$ cat src/rtl/nib_alu_pkg.sv
// Shared definitions for the accumulator ALU: operation codes and the
// positions of the four condition bits inside the flag byte.
package nib_alu_pkg;

    typedef enum logic [3:0] {
        OP_ADD   = 4'd0,
        OP_ADC   = 4'd1,
        OP_SUB   = 4'd2,
        OP_SBC   = 4'd3,
        OP_CMP   = 4'd4,
        OP_AND   = 4'd5,
        OP_OR    = 4'd6,
        OP_XOR   = 4'd7,
        OP_INC   = 4'd8,
        OP_DEC   = 4'd9,
        OP_CPL   = 4'd10,
        OP_SCF   = 4'd11,
        OP_CCF   = 4'd12,
        OP_ADDW  = 4'd13,
        OP_ADDSP = 4'd14,
        OP_PASS  = 4'd15
    } alu_op_e;

    localparam int FL_Z = 7;
    localparam int FL_N = 6;
    localparam int FL_H = 5;
    localparam int FL_C = 4;

endpackage

$ cat src/rtl/nib_alu_arith8.sv
// Byte adder/subtractor: add, add-with-carry, subtract, subtract-with-carry,
// compare, increment and decrement. Purely combinational.
// Assumes op is one of those seven codes; other codes produce don't-care output.
module nib_alu_arith8
    import nib_alu_pkg::*;
#(
    parameter int DW = 8
) (
    input  alu_op_e         op,
    input  logic [DW-1:0]   a,
    input  logic [DW-1:0]   b,
    input  logic            c_in,
    output logic [DW-1:0]   res,
    output logic [7:0]      fl
);
    localparam int NIB = 4;

    logic          fold_c;
    logic          is_sub;
    logic          is_step;
    logic [DW-1:0] b_eff;
    logic [DW:0]   full;
    logic [NIB:0]  low;
    logic          z;
    logic          h;
    logic          c;

    // Form the effective second operand and the direction of the operation
    always_comb begin
        fold_c  = (op == OP_ADC) || (op == OP_SBC);
        is_step = (op == OP_INC) || (op == OP_DEC);
        is_sub  = (op == OP_SUB) || (op == OP_SBC) || (op == OP_CMP) || (op == OP_DEC);
        if (is_step)
            b_eff = DW'(1);
        else
            b_eff = b + DW'(fold_c & c_in);
    end

    // Full-width and nibble-width sum or difference, then the flag byte
    always_comb begin
        if (is_sub) begin
            full = {1'b0, a} - {1'b0, b_eff};
            low  = {1'b0, a[NIB-1:0]} - {1'b0, b_eff[NIB-1:0]};
        end else begin
            full = {1'b0, a} + {1'b0, b_eff};
            low  = {1'b0, a[NIB-1:0]} + {1'b0, b_eff[NIB-1:0]};
        end
        z   = (full[DW-1:0] == '0);
        h   = low[NIB];
        c   = is_step ? c_in : full[DW];
        res = (op == OP_CMP) ? a : full[DW-1:0];
        fl  = {z, is_sub, h, c, 4'b0000};
    end

endmodule

$ cat src/rtl/nib_alu_logic8.sv
// Bitwise and flag-only operations: AND, OR, XOR, complement, set carry,
// complement carry, and the pass code. Purely combinational.
// Assumes op is one of those codes; arithmetic codes fall to the pass case.
module nib_alu_logic8
    import nib_alu_pkg::*;
#(
    parameter int DW = 8
) (
    input  alu_op_e         op,
    input  logic [DW-1:0]   a,
    input  logic [DW-1:0]   b,
    input  logic            z_in,
    input  logic            n_in,
    input  logic            h_in,
    input  logic            c_in,
    output logic [DW-1:0]   res,
    output logic [7:0]      fl
);
    // Select the result byte and the flags each code forces or keeps
    always_comb begin
        unique case (op)
            OP_AND: begin
                res = a & b;
                fl  = {res == '0, 1'b0, 1'b1, 1'b0, 4'b0000};
            end
            OP_OR: begin
                res = a | b;
                fl  = {res == '0, 3'b000, 4'b0000};
            end
            OP_XOR: begin
                res = a ^ b;
                fl  = {res == '0, 3'b000, 4'b0000};
            end
            OP_CPL: begin
                res = ~a;
                fl  = {z_in, 1'b1, 1'b1, c_in, 4'b0000};
            end
            OP_SCF: begin
                res = a;
                fl  = {z_in, 1'b0, 1'b0, 1'b1, 4'b0000};
            end
            OP_CCF: begin
                res = a;
                fl  = {z_in, 1'b0, 1'b0, ~c_in, 4'b0000};
            end
            default: begin
                res = a;
                fl  = {z_in, n_in, h_in, c_in, 4'b0000};
            end
        endcase
    end

endmodule

$ cat src/rtl/nib_alu_wide16.sv
// Wide adder for register-pair add and stack-pointer offset add.
// In offset mode the low byte of b is sign-extended before the add.
// Half-carry is the carry out of bit WW-5 (bit 11 for a 16-bit word).
module nib_alu_wide16 #(
    parameter int DW = 8,
    parameter int WW = 16
) (
    input  logic            sp_mode,
    input  logic [WW-1:0]   a,
    input  logic [WW-1:0]   b,
    input  logic            z_in,
    output logic [WW-1:0]   res,
    output logic [7:0]      fl
);
    localparam int HB = WW - 4;

    logic [WW-1:0] addend;
    logic [WW:0]   full;
    logic [HB:0]   part;

    // Choose the addend: whole word, or sign-extended offset byte
    always_comb begin
        if (sp_mode)
            addend = {{(WW-DW){b[DW-1]}}, b[DW-1:0]};
        else
            addend = b;
    end

    // Sum, the lower-part carry for H, and the flag byte
    always_comb begin
        full = {1'b0, a} + {1'b0, addend};
        part = {1'b0, a[HB-1:0]} + {1'b0, addend[HB-1:0]};
        res  = full[WW-1:0];
        fl   = {sp_mode ? 1'b0 : z_in, 1'b0, part[HB], full[WW], 4'b0000};
    end

endmodule

$ cat src/rtl/nib_alu.sv
// Accumulator ALU top: routes the operation to the byte arithmetic unit,
// the bitwise unit or the wide adder, and registers result and flags when
// en is high. Synchronous active-low reset. Byte results are zero-extended.
module nib_alu
    import nib_alu_pkg::*;
#(
    parameter int DW = 8,
    parameter int WW = 16
) (
    input  logic            clk,
    input  logic            rst_n,
    input  logic            en,
    input  logic [3:0]      op,
    input  logic [WW-1:0]   opnd_a,
    input  logic [WW-1:0]   opnd_b,
    input  logic [7:0]      flags_in,
    output logic [WW-1:0]   result_q,
    output logic [7:0]      flags_q
);
    alu_op_e        op_e;
    logic [DW-1:0]  ar_res;
    logic [7:0]     ar_fl;
    logic [DW-1:0]  lg_res;
    logic [7:0]     lg_fl;
    logic [WW-1:0]  wd_res;
    logic [7:0]     wd_fl;
    logic [WW-1:0]  nxt_res;
    logic [7:0]     nxt_fl;

    assign op_e = alu_op_e'(op);

    nib_alu_arith8 #(.DW(DW)) u_arith (
        .op   (op_e),
        .a    (opnd_a[DW-1:0]),
        .b    (opnd_b[DW-1:0]),
        .c_in (flags_in[FL_C]),
        .res  (ar_res),
        .fl   (ar_fl)
    );

    nib_alu_logic8 #(.DW(DW)) u_logic (
        .op   (op_e),
        .a    (opnd_a[DW-1:0]),
        .b    (opnd_b[DW-1:0]),
        .z_in (flags_in[FL_Z]),
        .n_in (flags_in[FL_N]),
        .h_in (flags_in[FL_H]),
        .c_in (flags_in[FL_C]),
        .res  (lg_res),
        .fl   (lg_fl)
    );

    nib_alu_wide16 #(.DW(DW), .WW(WW)) u_wide (
        .sp_mode (op_e == OP_ADDSP),
        .a       (opnd_a),
        .b       (opnd_b),
        .z_in    (flags_in[FL_Z]),
        .res     (wd_res),
        .fl      (wd_fl)
    );

    // Pick the unit that owns this operation code
    always_comb begin
        unique case (op_e)
            OP_ADD, OP_ADC, OP_SUB, OP_SBC, OP_CMP, OP_INC, OP_DEC: begin
                nxt_res = {{(WW-DW){1'b0}}, ar_res};
                nxt_fl  = ar_fl;
            end
            OP_AND, OP_OR, OP_XOR, OP_CPL, OP_SCF, OP_CCF: begin
                nxt_res = {{(WW-DW){1'b0}}, lg_res};
                nxt_fl  = lg_fl;
            end
            OP_ADDW, OP_ADDSP: begin
                nxt_res = wd_res;
                nxt_fl  = wd_fl;
            end
            default: begin
                nxt_res = opnd_a;
                nxt_fl  = flags_in & 8'hF0;
            end
        endcase
    end

    // Output registers, loaded on enable
    always_ff @(posedge clk) begin
        if (!rst_n) begin
            result_q <= '0;
            flags_q  <= '0;
        end else if (en) begin
            result_q <= nxt_res;
            flags_q  <= nxt_fl;
        end
    end

endmodule

$ cat config.mk
export PLATFORM = sky130hd
export DESIGN_NAME = nib_alu
export DESIGN_NICKNAME = d
export VERILOG_FILES = /design/src/rtl/nib_alu_pkg.sv /design/src/rtl/nib_alu_arith8.sv /design/src/rtl/nib_alu_logic8.sv /design/src/rtl/nib_alu_wide16.sv /design/src/rtl/nib_alu.sv
export SDC_FILE = /design/constraint.sdc
export NUM_CORES = 1
export LEC_CHECK = 0
export CAP_MARGIN = 40
export CORE_MARGIN = 1
export CORE_UTILIZATION = 54
export CTS_BUF_LIST = sky130_fd_sc_hd__clkbuf_2
export DETAILED_ROUTE_END_ITERATION = 8
export PLACE_DENSITY_LB_ADDON = 0.2
export SYNTH_ARGS = -nofsm -noshare
export SYNTH_HDL_FRONTEND = slang
export SYNTH_SLANG_ARGS = --single-unit
$ cat constraint.sdc
create_clock -name clk -period 4.5 [get_ports clk]
set_input_delay 0.9 -clock clk [delete_from_list [all_inputs] [get_ports clk]]
set_output_delay 0.9 -clock clk [all_outputs]
set_load 0.01 [all_outputs]
==> flow_summary.html <==
<table>
<tr><th>Metric</th><th>Value</th></tr>
<tr><th colspan="2">Status</th></tr>
<tr><td>Run status</td><td>complete, no violations</td></tr>
<tr><th colspan="2">Synthesis</th></tr>
<tr><td>Top cells by instance count after synthesis</td><td>sky130_fd_sc_hd__nand2_1 (40), sky130_fd_sc_hd__a21oi_1 (35), sky130_fd_sc_hd__ha_1 (35), sky130_fd_sc_hd__o21ai_0 (35), sky130_fd_sc_hd__nor2_1 (33)</td></tr>
<tr><td>Leading cell type by number of instances after synthesis</td><td>sky130_fd_sc_hd__nand2_1</td></tr>
<tr><td>Synth Register Bits</td><td>20</td></tr>
<tr><td>Top-area cell type share of the netlist area</td><td>12.85%</td></tr>
<tr><td>Portion of the post-synthesis area used by sequential elements</td><td>11.75%</td></tr>
<tr><td>Post-synthesis cell count</td><td>473</td></tr>
<tr><td>Total standard cell area after synthesis</td><td>3408 um^2</td></tr>
<tr><td>Synthesized area per cell</td><td>7.206 um^2</td></tr>
<tr><td>Total of warnings raised by yosys</td><td>0</td></tr>
<tr><td>Unique cell type count in the Yosys netlist</td><td>78</td></tr>
<tr><td>Number of synthesized flops with an enable pin</td><td>0</td></tr>
<tr><td>Dominant register cell in the synthesized netlist</td><td>sky130_fd_sc_hd__dfxtp_1</td></tr>
<tr><td>Share of flip-flops with an asynchronous set or reset</td><td>0%</td></tr>
<tr><td>Top post-synthesis cells by area</td><td>sky130_fd_sc_hd__ha_1 (13%), sky130_fd_sc_hd__dfxtp_1 (12%), sky130_fd_sc_hd__a21oi_1 (5.1%)</td></tr>
<tr><td>Top cell type by total area after synthesis</td><td>sky130_fd_sc_hd__ha_1</td></tr>
<tr><th colspan="2">Clock tree</th></tr>
<tr><td>Hold buffer count at cts</td><td>0</td></tr>
<tr><td>Clock H-tree levels</td><td>1</td></tr>
<tr><td>Total clock sinks</td><td>20</td></tr>
<tr><td>Cts repair resizes</td><td>0</td></tr>
<tr><td>Buffer depth of the longest clock path</td><td>2</td></tr>
<tr><td>CTS root buffer</td><td>sky130_fd_sc_hd__clkbuf_2</td></tr>
<tr><td>Insertion delay of the later-clocked pin in the worst-skew pair</td><td>0.30 ns</td></tr>
<tr><td>Number of buffers added by the clock tree synthesis step</td><td>3</td></tr>
<tr><td>Reg clk slew, reported paths</td><td>0.19 ns</td></tr>
<tr><td>Number of buffers added for setup after CTS</td><td>0</td></tr>
<tr><td>Clock tree from TritonCTS</td><td>yes</td></tr>
<tr><th colspan="2">STA</th></tr>
<tr><td>Setup repair after global routing missed its margin</td><td>yes</td></tr>
<tr><td>Final min period</td><td>4.351 ns</td></tr>
<tr><td>Final count of hold timing violations</td><td>0</td></tr>
<tr><td>Finish-stage setup viols</td><td>0</td></tr>
<tr><td>Worst Clk Skew</td><td>0 ns</td></tr>
<tr><td>Max-slew headroom</td><td>58.65%</td></tr>
<tr><td>Fin crit share</td><td>96.68%</td></tr>
<tr><td>Pin slew with the least headroom to its limit</td><td>0.6046 ns</td></tr>
<tr><td>Setup TNS Final</td><td>0 ns</td></tr>
<tr><td>FMAX</td><td>229.8 MHz</td></tr>
<tr><td>Count of final max-slew check failures</td><td>0</td></tr>
<tr><th colspan="2">Global route</th></tr>
<tr><td>Global-route wire length before repair</td><td>17770 um</td></tr>
<tr><td>Number of antenna violations at the first check in global routing</td><td>0</td></tr>
<tr><td>Via count of the first global-routing pass</td><td>3432</td></tr>
<tr><td>GR Util All Layers</td><td>35.50%</td></tr>
<tr><td>Pin count of the biggest net entering global routing</td><td>42</td></tr>
<tr><td>Aggregate global routing overflow</td><td>0</td></tr>
<tr><th colspan="2">Placed design</th></tr>
<tr><td>Port Buf Inserts</td><td>62</td></tr>
<tr><td>RD Place Congestion</td><td>0.9611</td></tr>
<tr><td>Final HPWL from detailed placement</td><td>9249 um</td></tr>
<tr><td>Placed cell areas</td><td>4197 um^2</td></tr>
<tr><th colspan="2">Detailed routing</th></tr>
<tr><td>Wirelength, routed</td><td>11450 um</td></tr>
<tr><td>Vias after detailed routing</td><td>3919</td></tr>
<tr><td>Violation count after the first detailed-routing iteration</td><td>388</td></tr>
<tr><td>Drt wl/cell</td><td>18.62 um</td></tr>
<tr><td>Initial DRT Pass Iterations</td><td>7</td></tr>
<tr><td>Antenna-violating nets left</td><td>0</td></tr>
<tr><td>DR DRC count</td><td>0</td></tr>
<tr><td>Post-DR vias/cell</td><td>6.372</td></tr>
<tr><th colspan="2">Setup path</th></tr>
<tr><td>Critical Path, Cell by Cell</td><td>clkdlybuf4s50_1 &gt; nor2b_1 &gt; and3_1 &gt; ha_1 &gt; ha_1 &gt; buf_4 &gt; xnor2_1 &gt; nand3_1 &gt; o31ai_1 &gt; and3_1 &gt; nand3_1 &gt; a21o_1 &gt; a21oi_1 &gt; ha_1 &gt; o21a_1 &gt; o2bb2ai_1 &gt; or3_1 &gt; a31oi_1 &gt; a21o_1</td></tr>
<tr><td>Critical path fanouts, max</td><td>4</td></tr>
<tr><td>Arrival @ worst endpoint</td><td>4.58 ns</td></tr>
<tr><td>Crit end category</td><td>flop</td></tr>
<tr><td>Crit path buf inv count</td><td>2</td></tr>
<tr><td>Slowest stage delay, CP</td><td>0.47 ns</td></tr>
<tr><td>Req. time, crit path</td><td>4.73 ns</td></tr>
<tr><td>Startpoint type of the worst setup path</td><td>primary input</td></tr>
<tr><td>Critical path type</td><td>primary input to flop</td></tr>
<tr><td>Slowest cell on the critical path</td><td>sky130_fd_sc_hd__clkdlybuf4s50_1</td></tr>
<tr><td>Cell family with most CP delay</td><td>compound AO/OA/AOI/OAI gates</td></tr>
<tr><td>Cell occurring most often along the worst timing path</td><td>sky130_fd_sc_hd__ha_1</td></tr>
<tr><th colspan="2">Floorplanning</th></tr>
<tr><td>Ports</td><td>71</td></tr>
<tr><td>Die extent in x</td><td>81.45 um</td></tr>
<tr><td>Die height</td><td>81.45 um</td></tr>
<tr><td>Area of the core</td><td>5991 um^2</td></tr>
<tr><td>FP Rows</td><td>28</td></tr>
<tr><td>Starting density of the core</td><td>56.89%</td></tr>
<tr><td>Overall die area</td><td>6633 um^2</td></tr>
<tr><th colspan="2">Hold path</th></tr>
<tr><td>Min-delay worst type</td><td>flop to flop</td></tr>
<tr><th colspan="2">Final layout</th></tr>
<tr><td>End-of-flow core utilization</td><td>70.70%</td></tr>
<tr><td>Final-stage net count</td><td>625</td></tr>
<tr><td>Share of layout cells above drive strength 1</td><td>11.30%</td></tr>
<tr><td>Synthesis-to-layout area growth</td><td>24.27%</td></tr>
<tr><td>Inserted Diodes</td><td>0</td></tr>
<tr><td>Layout Cell Area excl Fill</td><td>4235 um^2</td></tr>
<tr><th colspan="2">Power and ir drop</th></tr>
<tr><td>Max rail drop VDD</td><td>163.6 uV</td></tr>
<tr><td>Leakage dissipation</td><td>1.747 nW</td></tr>
<tr><td>PnR Total Power</td><td>818.1 uW</td></tr>
<tr><td>Power density relative to cell area</td><td>193.2 nW/um^2</td></tr>
<tr><th colspan="2">Job</th></tr>
<tr><td>Max cap viols</td><td>0</td></tr>
</table>
## where the power goes
group	internal [mW]	switching, mW	total (mW)	leakage (nW)
combinational	0.248	0.298	0.546	1.57
clock	0.0193	0.0537	0.0730	0.0140
sequential	0.192	0.00698	0.199	0.165
total	0.459	0.359	0.818	1.75
## registers in the layout (all words and copies together) (netlist names)
signal,count
flags_q,4
result_q,16
## cell families (layout without fill, tap and decap cells)
group	Yosys count	in the layout	synth area share, %
buffers and inverters	60	124	7.856
AOI/OAI and AO/OA	173	173	35.57
DFF	20	20	11.75
muxes	4	4	1.542
and+or+nand+nor	149	149	21.66
adders and majority gates	38	38	14.32
xor gates and xnor gates	28	28	7.195
other	1	4	0.1100
## final timing paths
kind	startpoint	to	slack, ns	cells past startpoint
setup / recovery	op[0]	flags_q[4]$_SDFFE_PN0P_	0.15	19
hold / removal	flags_q[5]$_SDFFE_PN0P_	flags_q[5]$_SDFFE_PN0P_	0.51	2
setup reg to reg	flags_q[4]$_SDFFE_PN0P_	flags_q[4]$_SDFFE_PN0P_	3.59	4
hold reg to reg	flags_q[5]$_SDFFE_PN0P_	flags_q[5]$_SDFFE_PN0P_	0.51	2
## per-stage QoR
stage          std cells  hold slack [ns]  setup WS (ns)
2_1_floorplan        476           0.4953         0.3972
3_3_place_gp         611           0.4604       0.009861
3_5_place_dp         611           0.4682       -0.09078
4_1_cts              615           0.5017         0.2058
5_1_grt              615           0.5279       -0.03385
6_report             615           0.5072         0.1492
## cell type report
cell class | count | area (um^2)
multi-input cells | 396 | 2771
fillers | 516 | 1755
repair buffers | 92 | 845.8
flip-flops and latches | 20 | 400.4
inverters | 28 | 105.1
well taps | 75 | 93.84
clock buffers | 3 | 15.01
clock inverters | 1 | 3.754
## cells in the final DEF (no fill, tap or decap), types with 11 or more instances in the layout
| master | Yosys | routed |
|---|---|---|
| sky130_fd_sc_hd__a21oi_1 | 35 | 35 |
| sky130_fd_sc_hd__a31oi_1 | 11 | 11 |
| sky130_fd_sc_hd__buf_4 | 5 | 30 |
| sky130_fd_sc_hd__clkdlybuf4s50_1 | 0 | 62 |
| sky130_fd_sc_hd__dfxtp_1 | 20 | 20 |
| sky130_fd_sc_hd__ha_1 | 35 | 35 |
| sky130_fd_sc_hd__inv_1 | 23 | 23 |
| sky130_fd_sc_hd__nand2_1 | 40 | 40 |
| sky130_fd_sc_hd__nand3_1 | 20 | 20 |
| sky130_fd_sc_hd__nor2_1 | 33 | 33 |
| sky130_fd_sc_hd__o21ai_0 | 35 | 35 |
| sky130_fd_sc_hd__o21ai_1 | 15 | 14 |
| sky130_fd_sc_hd__xnor2_1 | 18 | 18 |
## metal layers
layer  track usage [%]  wire length, um  vias to the layer above
met4             7.500              149                        0
li1                  -                -                     1862
met5                 0                0                        -
met1             51.77             5264                     1850
met2             55.67             5136                      191
met3             3.778              903                       16
## worst reg2reg max path: cells and delay by family, from the launching register on
family | cells | cell delay (ns)
DFF | 1 | 0.35
AOI/OAI and AO/OA | 4 | 0.48
No activity file was read; power rests on OpenSTA's default activity.
